$ cat src/rtl/ds3_ohins_pkg.sv
package ds3_ohins_pkg;
  typedef enum logic [3:0] {
    OH_XALM, OH_PAR, OH_MFR, OH_FONE, OH_FZERO,
    OH_FMT, OH_RSV, OH_FEAC, OH_FILL, OH_CPAR, OH_FEBE, OH_DLNK
  } oh_kind_t;
endpackage

$ cat src/rtl/ds3_mf_pos.sv
module ds3_mf_pos #(
  parameter int SUBFRAMES  = 7,
  parameter int BLOCKS     = 8,
  parameter int BLOCK_BITS = 85,
  parameter int SFW = $clog2(SUBFRAMES),
  parameter int BKW = $clog2(BLOCKS),
  parameter int BTW = $clog2(BLOCK_BITS)
) (
  input  logic           clk,
  input  logic           rst,
  output logic [SFW-1:0] sf_idx,
  output logic [BKW-1:0] blk_idx,
  output logic           is_oh,
  output logic           mf_start,
  output logic           mf_last
);
  localparam logic [SFW-1:0] SF_MAX  = SFW'(SUBFRAMES - 1);
  localparam logic [BKW-1:0] BLK_MAX = BKW'(BLOCKS - 1);
  localparam logic [BTW-1:0] BIT_MAX = BTW'(BLOCK_BITS - 1);

  logic [BTW-1:0] bit_idx;

  always_ff @(posedge clk) begin
    if (rst) begin
      sf_idx  <= '0;
      blk_idx <= '0;
      bit_idx <= '0;
    end else if (bit_idx == BIT_MAX) begin
      bit_idx <= '0;
      if (blk_idx == BLK_MAX) begin
        blk_idx <= '0;
        sf_idx  <= (sf_idx == SF_MAX) ? '0 : sf_idx + 1'b1;
      end else begin
        blk_idx <= blk_idx + 1'b1;
      end
    end else begin
      bit_idx <= bit_idx + 1'b1;
    end
  end

  assign is_oh    = (bit_idx == '0);
  assign mf_start = is_oh && (blk_idx == '0) && (sf_idx == '0);
  assign mf_last  = (bit_idx == BIT_MAX) && (blk_idx == BLK_MAX) && (sf_idx == SF_MAX);
endmodule

$ cat src/rtl/ds3_oh_map.sv
module ds3_oh_map
  import ds3_ohins_pkg::*;
#(
  parameter int SFW = 3,
  parameter int BKW = 3
) (
  input  logic [SFW-1:0] sf_idx,
  input  logic [BKW-1:0] blk_idx,
  output oh_kind_t       kind
);
  oh_kind_t cbit_kind;

  // C-bit meaning depends on subframe; block picks C1/C2/C3 in subframe 1
  always_comb begin
    case (sf_idx)
      SFW'(0): begin
        if (blk_idx == BKW'(2))      cbit_kind = OH_FMT;
        else if (blk_idx == BKW'(4)) cbit_kind = OH_RSV;
        else                         cbit_kind = OH_FEAC;
      end
      SFW'(2):  cbit_kind = OH_CPAR;
      SFW'(3):  cbit_kind = OH_FEBE;
      SFW'(4):  cbit_kind = OH_DLNK;
      default:  cbit_kind = OH_FILL;
    endcase
  end

  always_comb begin
    case (blk_idx)
      BKW'(0): begin
        if (sf_idx < SFW'(2))      kind = OH_XALM;
        else if (sf_idx < SFW'(4)) kind = OH_PAR;
        else                       kind = OH_MFR;
      end
      BKW'(1), BKW'(7): kind = OH_FONE;
      BKW'(3), BKW'(5): kind = OH_FZERO;
      default:          kind = cbit_kind;
    endcase
  end
endmodule

$ cat src/rtl/ds3_par_acc.sv
module ds3_par_acc (
  input  logic clk,
  input  logic rst,
  input  logic take,
  input  logic din,
  input  logic frame_end,
  output logic par_prev
);
  logic acc;

  always_ff @(posedge clk) begin
    if (rst) begin
      acc      <= 1'b0;
      par_prev <= 1'b0;
    end else if (frame_end) begin
      par_prev <= acc ^ (take & din);
      acc      <= 1'b0;
    end else if (take) begin
      acc <= acc ^ din;
    end
  end
endmodule

$ cat src/rtl/ds3_cbit_ohins.sv
module ds3_cbit_ohins
  import ds3_ohins_pkg::*;
#(
  parameter int SUBFRAMES  = 7,
  parameter int BLOCKS     = 8,
  parameter int BLOCK_BITS = 85
) (
  input  logic clk,
  input  logic rst,
  input  logic pay_bit,
  output logic pay_req,
  input  logic sw_xbit,
  input  logic rx_los,
  input  logic rx_oof,
  input  logic rx_ais,
  input  logic dl_en,
  input  logic dl_bit,
  output logic dl_req,
  input  logic febe_bit,
  input  logic feac_bit,
  output logic tx_bit,
  output logic tx_oh,
  output logic tx_mfs
);
  localparam int SFW = $clog2(SUBFRAMES);
  localparam int BKW = $clog2(BLOCKS);

  logic [SFW-1:0] sf_idx;
  logic [BKW-1:0] blk_idx;
  logic           is_oh, mf_start, mf_last;
  logic           par_prev, oh_val, defect, x_slot;
  oh_kind_t       kind;

  ds3_mf_pos #(.SUBFRAMES(SUBFRAMES), .BLOCKS(BLOCKS), .BLOCK_BITS(BLOCK_BITS)) u_pos (
    .clk(clk), .rst(rst), .sf_idx(sf_idx), .blk_idx(blk_idx),
    .is_oh(is_oh), .mf_start(mf_start), .mf_last(mf_last)
  );

  ds3_oh_map #(.SFW(SFW), .BKW(BKW)) u_map (
    .sf_idx(sf_idx), .blk_idx(blk_idx), .kind(kind)
  );

  ds3_par_acc u_par (
    .clk(clk), .rst(rst), .take(pay_req), .din(pay_bit),
    .frame_end(mf_last), .par_prev(par_prev)
  );

  assign defect  = rx_los | rx_oof | rx_ais;
  assign pay_req = ~is_oh;
  assign x_slot  = is_oh && (kind == OH_XALM);
  assign dl_req  = is_oh && (kind == OH_DLNK) && dl_en;

  always_comb begin
    case (kind)
      OH_XALM:         oh_val = sw_xbit & ~defect;
      OH_PAR, OH_CPAR: oh_val = par_prev;
      OH_MFR:          oh_val = (sf_idx == SFW'(5));
      OH_FZERO:        oh_val = 1'b0;
      OH_FEAC:         oh_val = feac_bit;
      OH_FEBE:         oh_val = febe_bit;
      OH_DLNK:         oh_val = dl_en ? dl_bit : 1'b1;
      default:         oh_val = 1'b1;
    endcase
  end

  always_ff @(posedge clk) begin
    if (rst) begin
      tx_bit <= 1'b0;
      tx_oh  <= 1'b0;
      tx_mfs <= 1'b0;
    end else begin
      tx_bit <= is_oh ? oh_val : pay_bit;
      tx_oh  <= is_oh;
      tx_mfs <= mf_start;
    end
  end
endmodule

$ cat config.mk
export PLATFORM = sky130hd
export DESIGN_NAME = ds3_cbit_ohins
export DESIGN_NICKNAME = d
export VERILOG_FILES = /design/src/rtl/ds3_ohins_pkg.sv /design/src/rtl/ds3_mf_pos.sv /design/src/rtl/ds3_oh_map.sv /design/src/rtl/ds3_par_acc.sv /design/src/rtl/ds3_cbit_ohins.sv
export SDC_FILE = /design/constraint.sdc
export NUM_CORES = 1
export LEC_CHECK = 0
export CAP_MARGIN = 5
export CORE_UTILIZATION = 53
export DETAILED_ROUTE_END_ITERATION = 12
export PLACE_DENSITY = 0.78
export SLEW_MARGIN = 10
export SYNTH_ARGS = -nofsm -noshare
export SYNTH_HDL_FRONTEND = slang
export SYNTH_SLANG_ARGS = --single-unit
$ cat constraint.sdc
create_clock -name clk -period 2.3 [get_ports clk]
set_input_delay 0.345 -clock clk [delete_from_list [all_inputs] [get_ports clk]]
set_output_delay 0.345 -clock clk [all_outputs]
set_load 0.01 [all_outputs]
==> results.sh, run 1 <==
export IMPL_peakVddDrop_mv=0.4265
export IMPL_fin_ws_ns=0.006331
export IMPL_start_kind="register"
export IMPL_required_ns=1.96
export IMPL_power_share_switching=0.2324
export IMPL_hold_path_class="reg -> reg"
export IMPL_grt_max_degree=12
export IMPL_synth_area_leaders="dfxtp_1 (31%), ha_1 (7.4%), nor2_1 (6.4%), xor2_1 (3.0%), a2111oi_2 (2.5%)"
export IMPL_crit_family="simple AND/OR/NAND/NOR gates"
export IMPL_synth_top_area_frac=0.3054
export IMPL_io_buffers=15
export IMPL_clk_path_buf_depth=2
export IMPL_hold_buffers=0
export IMPL_max_freq_mhz=436.0
export IMPL_slew_viol_final=0
export IMPL_row_count=16
export IMPL_dieWidth_um=49.18
export IMPL_status="complete, no violations"
export IMPL_h_tree_depth=1
export IMPL_firstDrtPassIters=4
export IMPL_start_util=0.5835
export IMPL_power_leakage_nw=0.6326
export IMPL_drc=0
export IMPL_layout_min_cycle_time_ns=2.294
export IMPL_num_io_pins=16
export IMPL_wl_um=2872
export IMPL_vias=1082
export IMPL_layout_drive_gt1_share=0.3353
export IMPL_path_buf_inv=2
export IMPL_max_cap_violations=0
export IMPL_ys_flop_type="dfxtp_1"
export IMPL_synth_distinct_cells=49
export IMPL_gp_congestion=0.8607
export IMPL_period_share=0.9972
export IMPL_ys_warnings_count=0
export IMPL_power_uw=606.6
export IMPL_pre_cts_slack_ns=-0.2940
export IMPL_wl_per_cell_um=14.58
export IMPL_cts_root_buf="clkbuf_4"
export IMPL_end_kind="output port"
export IMPL_critPathKind="reg -> out"
export IMPL_grt_ovfl_total=0
export IMPL_async_flop_share=0
export IMPL_cts_tree="yes"
export IMPL_nets=189
export IMPL_syn_avg_cell_area_um2=8.676
export IMPL_seqPwrFrac=0.544
export IMPL_synth_cells=136
export IMPL_numClockSinks=18
export IMPL_synth_edf_count=0
export IMPL_ys_ff_latch=18
export IMPL_viasPerCell=5.492
export IMPL_syn_area_mm2=0.001180
export IMPL_insertion_delay_ns=0.30
export IMPL_arrival_ns=1.95
export IMPL_track_usage=0.2459
export IMPL_antenna_cells=0
export IMPL_yosys_area_top_type="dfxtp_1"
export IMPL_place_hpwl_um=1979
export IMPL_tightest_slew_ns=0.4935
export IMPL_ys_seq_area_frac=0.3054
export IMPL_synth_nets=154
export IMPL_p_int_uw=465.6
export IMPL_finalHoldViolations=0
export IMPL_fin_skew_ns=0.006782
export IMPL_power_frac_comb=0.135
export IMPL_grt_pass1_vias=1100
export IMPL_drtIter0Drc=12
export IMPL_p_sw_uw=140.9
export IMPL_antenna_found_initial=0
export IMPL_grt_pass1_wl_um=4636
export IMPL_slowest_stage="dfxtp_4"
export IMPL_finalSetupViolCount=0
export IMPL_die_area_mm2=0.002419
export IMPL_n_fill_cell=134
export IMPL_clk_pin_slew_worst_paths_ns=0.10
export IMPL_ant_nets=0
export IMPL_powerDensity_mw_per_mm2=371.5
export IMPL_p_clk_frac=0.321
export IMPL_grt_setup_unrepaired="true"
export IMPL_die_h_um=49.18
export IMPL_critPathMaxStageDelay_ns=0.38
export IMPL_syn_to_final_growth_pct=38.39
export IMPL_path_cells="buf_4 > ha_4 > nor2_1 > or2b_2 > o211ai_1 > nor3_2 > buf_2"
export IMPL_cts_inserted_buffers=3
export IMPL_core_area_mm2=0.002022
export IMPL_path_max_fanout=6
export IMPL_max_slew_margin_rel=0.6705
## flip-flops by register name (all words and copies together) (netlist names)
signal,flops
u_pos.bit_idx,7
u_pos.blk_idx,3
u_pos.sf_idx,3
tx_bit,1
tx_mfs,1
tx_oh,1
u_par.acc,1
u_par.par_prev,1
## layout make-up
| type | count | area [µm²] | share of cell area |
|---|---|---|---|
| well taps | 27 | 33.78 | 0.02069 |
| flip-flops and latches | 18 | 369.1 | 0.2261 |
| repair buffers | 39 | 327.8 | 0.2008 |
| clock buffers | 4 | 36.28 | 0.02222 |
| multi-input cells | 102 | 834.6 | 0.5111 |
| inverters | 7 | 31.28 | 0.01916 |
## metal layers
layer / track usage / wire (µm) / part of all wire / up-vias
met1: 0.2712 / 1245 / 0.43 / 507
li1: - / - / - / 547
met2: 0.4589 / 1477 / 0.51 / 18
met5: 0 / 0 / 0 / -
met4: 0.1078 / 93 / 0.032 / 0
met3: 0.03427 / 56 / 0.019 / 10
## per-stage QoR
stage          cells  utilization  hold slack, ns  TNS (ns)  cell area (µm²)
6_report         197       0.8076          0.4343         0             1633
5_1_grt          197       0.8076          0.4592  -0.04987             1633
4_1_cts          194       0.7556          0.4755         0             1528
3_5_place_dp     188       0.7141          0.4524   -0.2940             1444
3_3_place_gp     188       0.7141          0.4420   -0.1448             1444
2_1_floorplan    136            -          0.4256         0             1180
## cells by family after synthesis
logic type / after synthesis / share of synthesized area
mux: 3 / 0.02651
compound gates: 24 / 0.1686
xor+xnor: 7 / 0.05196
simple gates: 61 / 0.2980
flops: 18 / 0.3054
buf+inv: 16 / 0.07530
fa+ha+maj: 7 / 0.07423
## path summary, 6_finish.rpt
path	slack (ns)	cells after the start	from	end
setup / recovery	0.006	7	u_pos.blk_idx[0]	dl_req
hold reg to reg	0.43	1	u_pos.bit_idx[0]	u_pos.bit_idx[0]
setup reg to reg	0.08	8	u_pos.blk_idx[1]	tx_bit
hold / removal	0.43	1	u_pos.bit_idx[0]	u_pos.bit_idx[0]
## synth_stat cells (all sizes together) (2+ instances only)
| cell | instances |
|---|---|
| dfxtp | 18 |
| and3 | 4 |
| nor3b | 4 |
| inv | 7 |
| or2 | 2 |
| o311ai | 2 |
| o31ai | 2 |
| buf | 7 |
| and2 | 2 |
| nand2 | 3 |
| a2111oi | 2 |
| and2b | 2 |
| nor3 | 6 |
| ha | 7 |
| nor2b | 2 |
| mux2i | 2 |
| nor2 | 20 |
| xor2 | 4 |
| nand3b | 3 |
| or2b | 2 |
| xnor2 | 3 |
| clkbuf | 2 |
| o21ai | 2 |
| a21oi | 6 |
| a211oi | 3 |
| nand3 | 5 |
## worst register-to-register path, delay by kind of cell (launching register included)
| kind | cells | cell delay [ns] |
|---|---|---|
| compound gates | 3 | 0.58 |
| fa+ha+maj | 1 | 0.17 |
| buf+inv | 2 | 0.20 |
| flops | 1 | 0.39 |
| simple gates | 2 | 0.75 |
## placed cells by master, fill, tap and decap left out, types with 2 or more instances in the layout
cell type,Yosys,final
buf_4,3,24
nor2_1,20,20
dfxtp_1,18,15
clkdlybuf4s50_1,0,13
inv_1,7,5
a21oi_1,5,5
nor3_1,5,4
and3_1,4,4
nand3_1,5,4
xor2_1,4,4
nor3b_2,2,3
nand3b_1,3,3
nand2_1,3,3
xnor2_1,3,3
ha_1,7,3
ha_4,0,3
clkbuf_4,0,3
inv_4,0,2
or2b_2,2,2
o21ai_0,2,2
a2111oi_4,0,2
nor3_2,1,2
mux2i_1,2,2
a211oi_1,2,2
dfxtp_4,0,2
## what timing repair did
| item | in CTS | in global routing |
|---|---|---|
| setup endpoints to repair | 1 | 3 |
| pin swaps | 3 | 9 |
| resized for setup | 13 | 18 |
| setup buffers | 2 | 3 |
## power groups by stage
stage | logic, mW | clock network (mW) | registers (mW)
final | 0.0821 | 0.195 | 0.330
after global routing | 0.0891 | 0.210 | 0.331
after CTS | 0.0824 | 0.199 | 0.332
after detailed placement | 0.0817 | 0 | 0.339
after global placement | 0.0797 | 0 | 0.338
after floorplan | 0.0376 | 0 | 0.340
No activity file was read; power rests on OpenSTA's default activity.
==> run 2, diff against run 1 <==
CORE_UTILIZATION = 55   (was 53)
PLACE_DENSITY = 0.82   (was 0.78)
SKIP_LAST_GASP = 1   (was not set)
SYNTH_HIERARCHICAL = 1   (was not set)
clock period = 2.7 ns   (was 2.3 ns; I/O delays follow)
==> results.sh, run 2 <==
export IMPL_cp_startpoint="u_pos/bit_idx[0]"
export IMPL_status="complete, no violations"
export IMPL_period_share=0.9524
export IMPL_cts_tree="yes"
export IMPL_synth_edf_count=0
export IMPL_clk_path_buf_depth=2
export IMPL_row_count=15
export IMPL_path_cells="inv_1 > ha_1 > or3b_1 > nor4_4 > buf_4 > inv_1 > clkdlybuf4s50_1"
export IMPL_synth_area_leaders="dfxtp_1 (33%), ha_1 (5.7%), a21oi_1 (5.1%), nor2_1 (4.5%), o21ai_0 (3.7%)"
export IMPL_io_buffers=15
export IMPL_crit_family="buffers and inverters"
export IMPL_critPathMaxStageDelay_ns=0.49
export IMPL_core_area_mm2=0.001783
export IMPL_grt_pass1_wl_um=3726
export IMPL_powerDensity_mw_per_mm2=396.9
export IMPL_dieWidth_um=46.49
export IMPL_path_max_fanout=5
export IMPL_synth_distinct_cells=48
export IMPL_yosys_area_top_type="dfxtp_1"
export IMPL_grt_pass1_vias=860
export IMPL_antenna_found_initial=0
export IMPL_final_core_util=0.7628
export IMPL_largest_registers="u_pos/bit_idx x7, u_pos/blk_idx x3, u_pos/sf_idx x3"
export IMPL_cp_endpoint="pay_req"
export IMPL_ff2ff_path_depth=7
export IMPL_firstDrtPassIters=4
export IMPL_ys_seq_area_frac=0.3310
export IMPL_peakVddDrop_mv=0.3516
export IMPL_worst_path_stages=7
export IMPL_max_slew_margin_rel=0.6807
export IMPL_syn_avg_cell_area_um2=8.373
export IMPL_slowest_stage="clkdlybuf4s50_1"
export IMPL_finalSetupViolCount=0
export IMPL_cts_setup_buffers=0
export IMPL_die_h_um=46.49
export IMPL_tns_ns=0
export IMPL_r2r_setup_slack_ns=0.48
export IMPL_fin_skew_ns=0.001232
export IMPL_finalHoldViolations=0
export IMPL_ant_nets=0
export IMPL_syn_area_mm2=0.001089
export IMPL_mostFrequentLayoutCell="dfxtp_1"
export IMPL_track_usage=0.2403
export IMPL_top_register="u_pos/bit_idx"
export IMPL_async_flop_share=0
export IMPL_synth_common_cells="dfxtp_1 (18), nor2_1 (13), a21oi_1 (11)"
export IMPL_syn_to_final_growth_pct=24.94
export IMPL_hold_path_class="reg -> reg"
export IMPL_num_io_pins=16
export IMPL_gp_congestion=0.7735
export IMPL_required_ns=2.30
export IMPL_end_kind="output port"
export IMPL_h_tree_depth=1
export IMPL_start_util=0.6105
export IMPL_crit_top_cell="inv_1"
export IMPL_numClockSinks=18
export IMPL_ys_flop_type="dfxtp_1"
export IMPL_place_hpwl_um=1679
export IMPL_synth_top_area_frac=0.3310
export IMPL_vias=1021
export IMPL_tightest_slew_ns=0.4775
export IMPL_synth_cells=130
export IMPL_start_kind="register"
export IMPL_synthMostInstantiatedCell="dfxtp_1"
export IMPL_insertion_delay_ns=0.29
export IMPL_layout_drive_gt1_share=0.1569
export IMPL_max_freq_mhz=388.9
export IMPL_cts_root_buf="clkbuf_4"
export IMPL_wl_per_cell_um=12.83
export IMPL_layout_min_cycle_time_ns=2.571
export IMPL_drc=0
export IMPL_max_cap_violations=0
export IMPL_die_area_mm2=0.002161
export IMPL_critPathKind="reg -> out"
export IMPL_ys_ff_latch=18
export IMPL_r2r_start="u_pos/blk_idx[0]"
export IMPL_path_buf_inv=4
export IMPL_arrival_ns=2.17
export IMPL_grt_setup_unrepaired="false"
export IMPL_antenna_cells=0
export IMPL_most_common_layout_cells="dfxtp_1 (18), clkdlybuf4s50_1 (14), nor2_1 (13)"
export IMPL_clk_pin_slew_worst_paths_ns=0.10
export IMPL_worstReg2RegEnd="u_par/par_prev"
export IMPL_cts_inserted_buffers=3
export IMPL_power_leakage_nw=0.5029
export IMPL_largest_reg_flops=7
export IMPL_grt_ovfl_total=0
export IMPL_ys_warnings_count=6
export IMPL_nets=170
export IMPL_synth_nets=146
export IMPL_wl_um=2284
export IMPL_viasPerCell=5.736
export IMPL_grt_max_degree=14
export IMPL_slew_viol_final=0
export IMPL_drtIter0Drc=27
## run 2: how the worst min path moves through the flow
stage / start / endpoint / slack [ns] / depth (start not counted)
after floorplan: u_pos/bit_idx[0] / u_pos/bit_idx[0] / 0.43 / 1
after global placement: u_pos/bit_idx[0] / u_pos/bit_idx[0] / 0.44 / 1
after detailed placement: u_pos/bit_idx[0] / u_pos/bit_idx[0] / 0.46 / 1
after CTS: u_pos/bit_idx[0] / u_pos/bit_idx[0] / 0.48 / 1
after global routing: u_pos/bit_idx[0] / u_pos/bit_idx[0] / 0.49 / 1
final: u_pos/bit_idx[0] / u_pos/bit_idx[0] / 0.48 / 1
## run 2: per-stage QoR
stage                     power (mW)  instances  area [µm²]  hold slack, ns  worst slack (ns)
final                         0.5398        178        1360          0.4838            0.1286
after global routing          0.5642        178        1360          0.4930           0.02434
after CTS                     0.5433        178        1360          0.4788            0.1131
after detailed placement      0.3799        174        1310          0.4554            0.1272
after global placement        0.3774        174        1310          0.4437            0.1973
after floorplan               0.3317        130        1089          0.4297            0.5088
## run 2: layout make-up
class | count | area [µm²]
clock buffer | 4 | 36.28
timing repair buffer | 23 | 209.0
sequential | 18 | 360.3
multi-input combinational | 102 | 700.7
tap | 25 | 31.28
inverter | 6 | 22.52
fill | 127 | 422.9
## run 2: layer usage
metal  up-vias  GRT usage  wire length (µm)
li1        532          -                 -
met1       479     0.3286              1149
met2         8     0.3861              1080
met3         2    0.03529                36
met4         0    0.07059                17
met5         -          0                 0
## run 2: what timing repair did
| action | CTS | global route |
|---|---|---|
| resized for setup | 3 | 0 |
| hold buffers | 0 | 0 |
| endpoints found under the setup margin | 2 | 0 |
## run 2: cell families after synthesis
kind of cell,count (synthesis),share of synthesized area
DFF,18,0.3310
adders and majority gates,5,0.05747
AOI/OAI and AO/OA,33,0.2000
xor gates and xnor gates,3,0.02414
and+or+nand+nor,60,0.3391
buffers and inverters,10,0.03908
muxes,1,0.009196
## run 2: power breakdown
group          leakage, nW  switching, mW  internal, mW  total (mW)
clock               0.0210         0.0804        0.0821       0.163
sequential           0.147        0.00696         0.276       0.283
combinational        0.335         0.0400        0.0545      0.0945
## run 2: worst register-to-register path: cells and delay by family, from the launching register on
kind	cells	cell delay [ns]
flops	1	0.54
compound gates	1	0.27
simple gates	4	0.89
fa+ha+maj	2	0.42
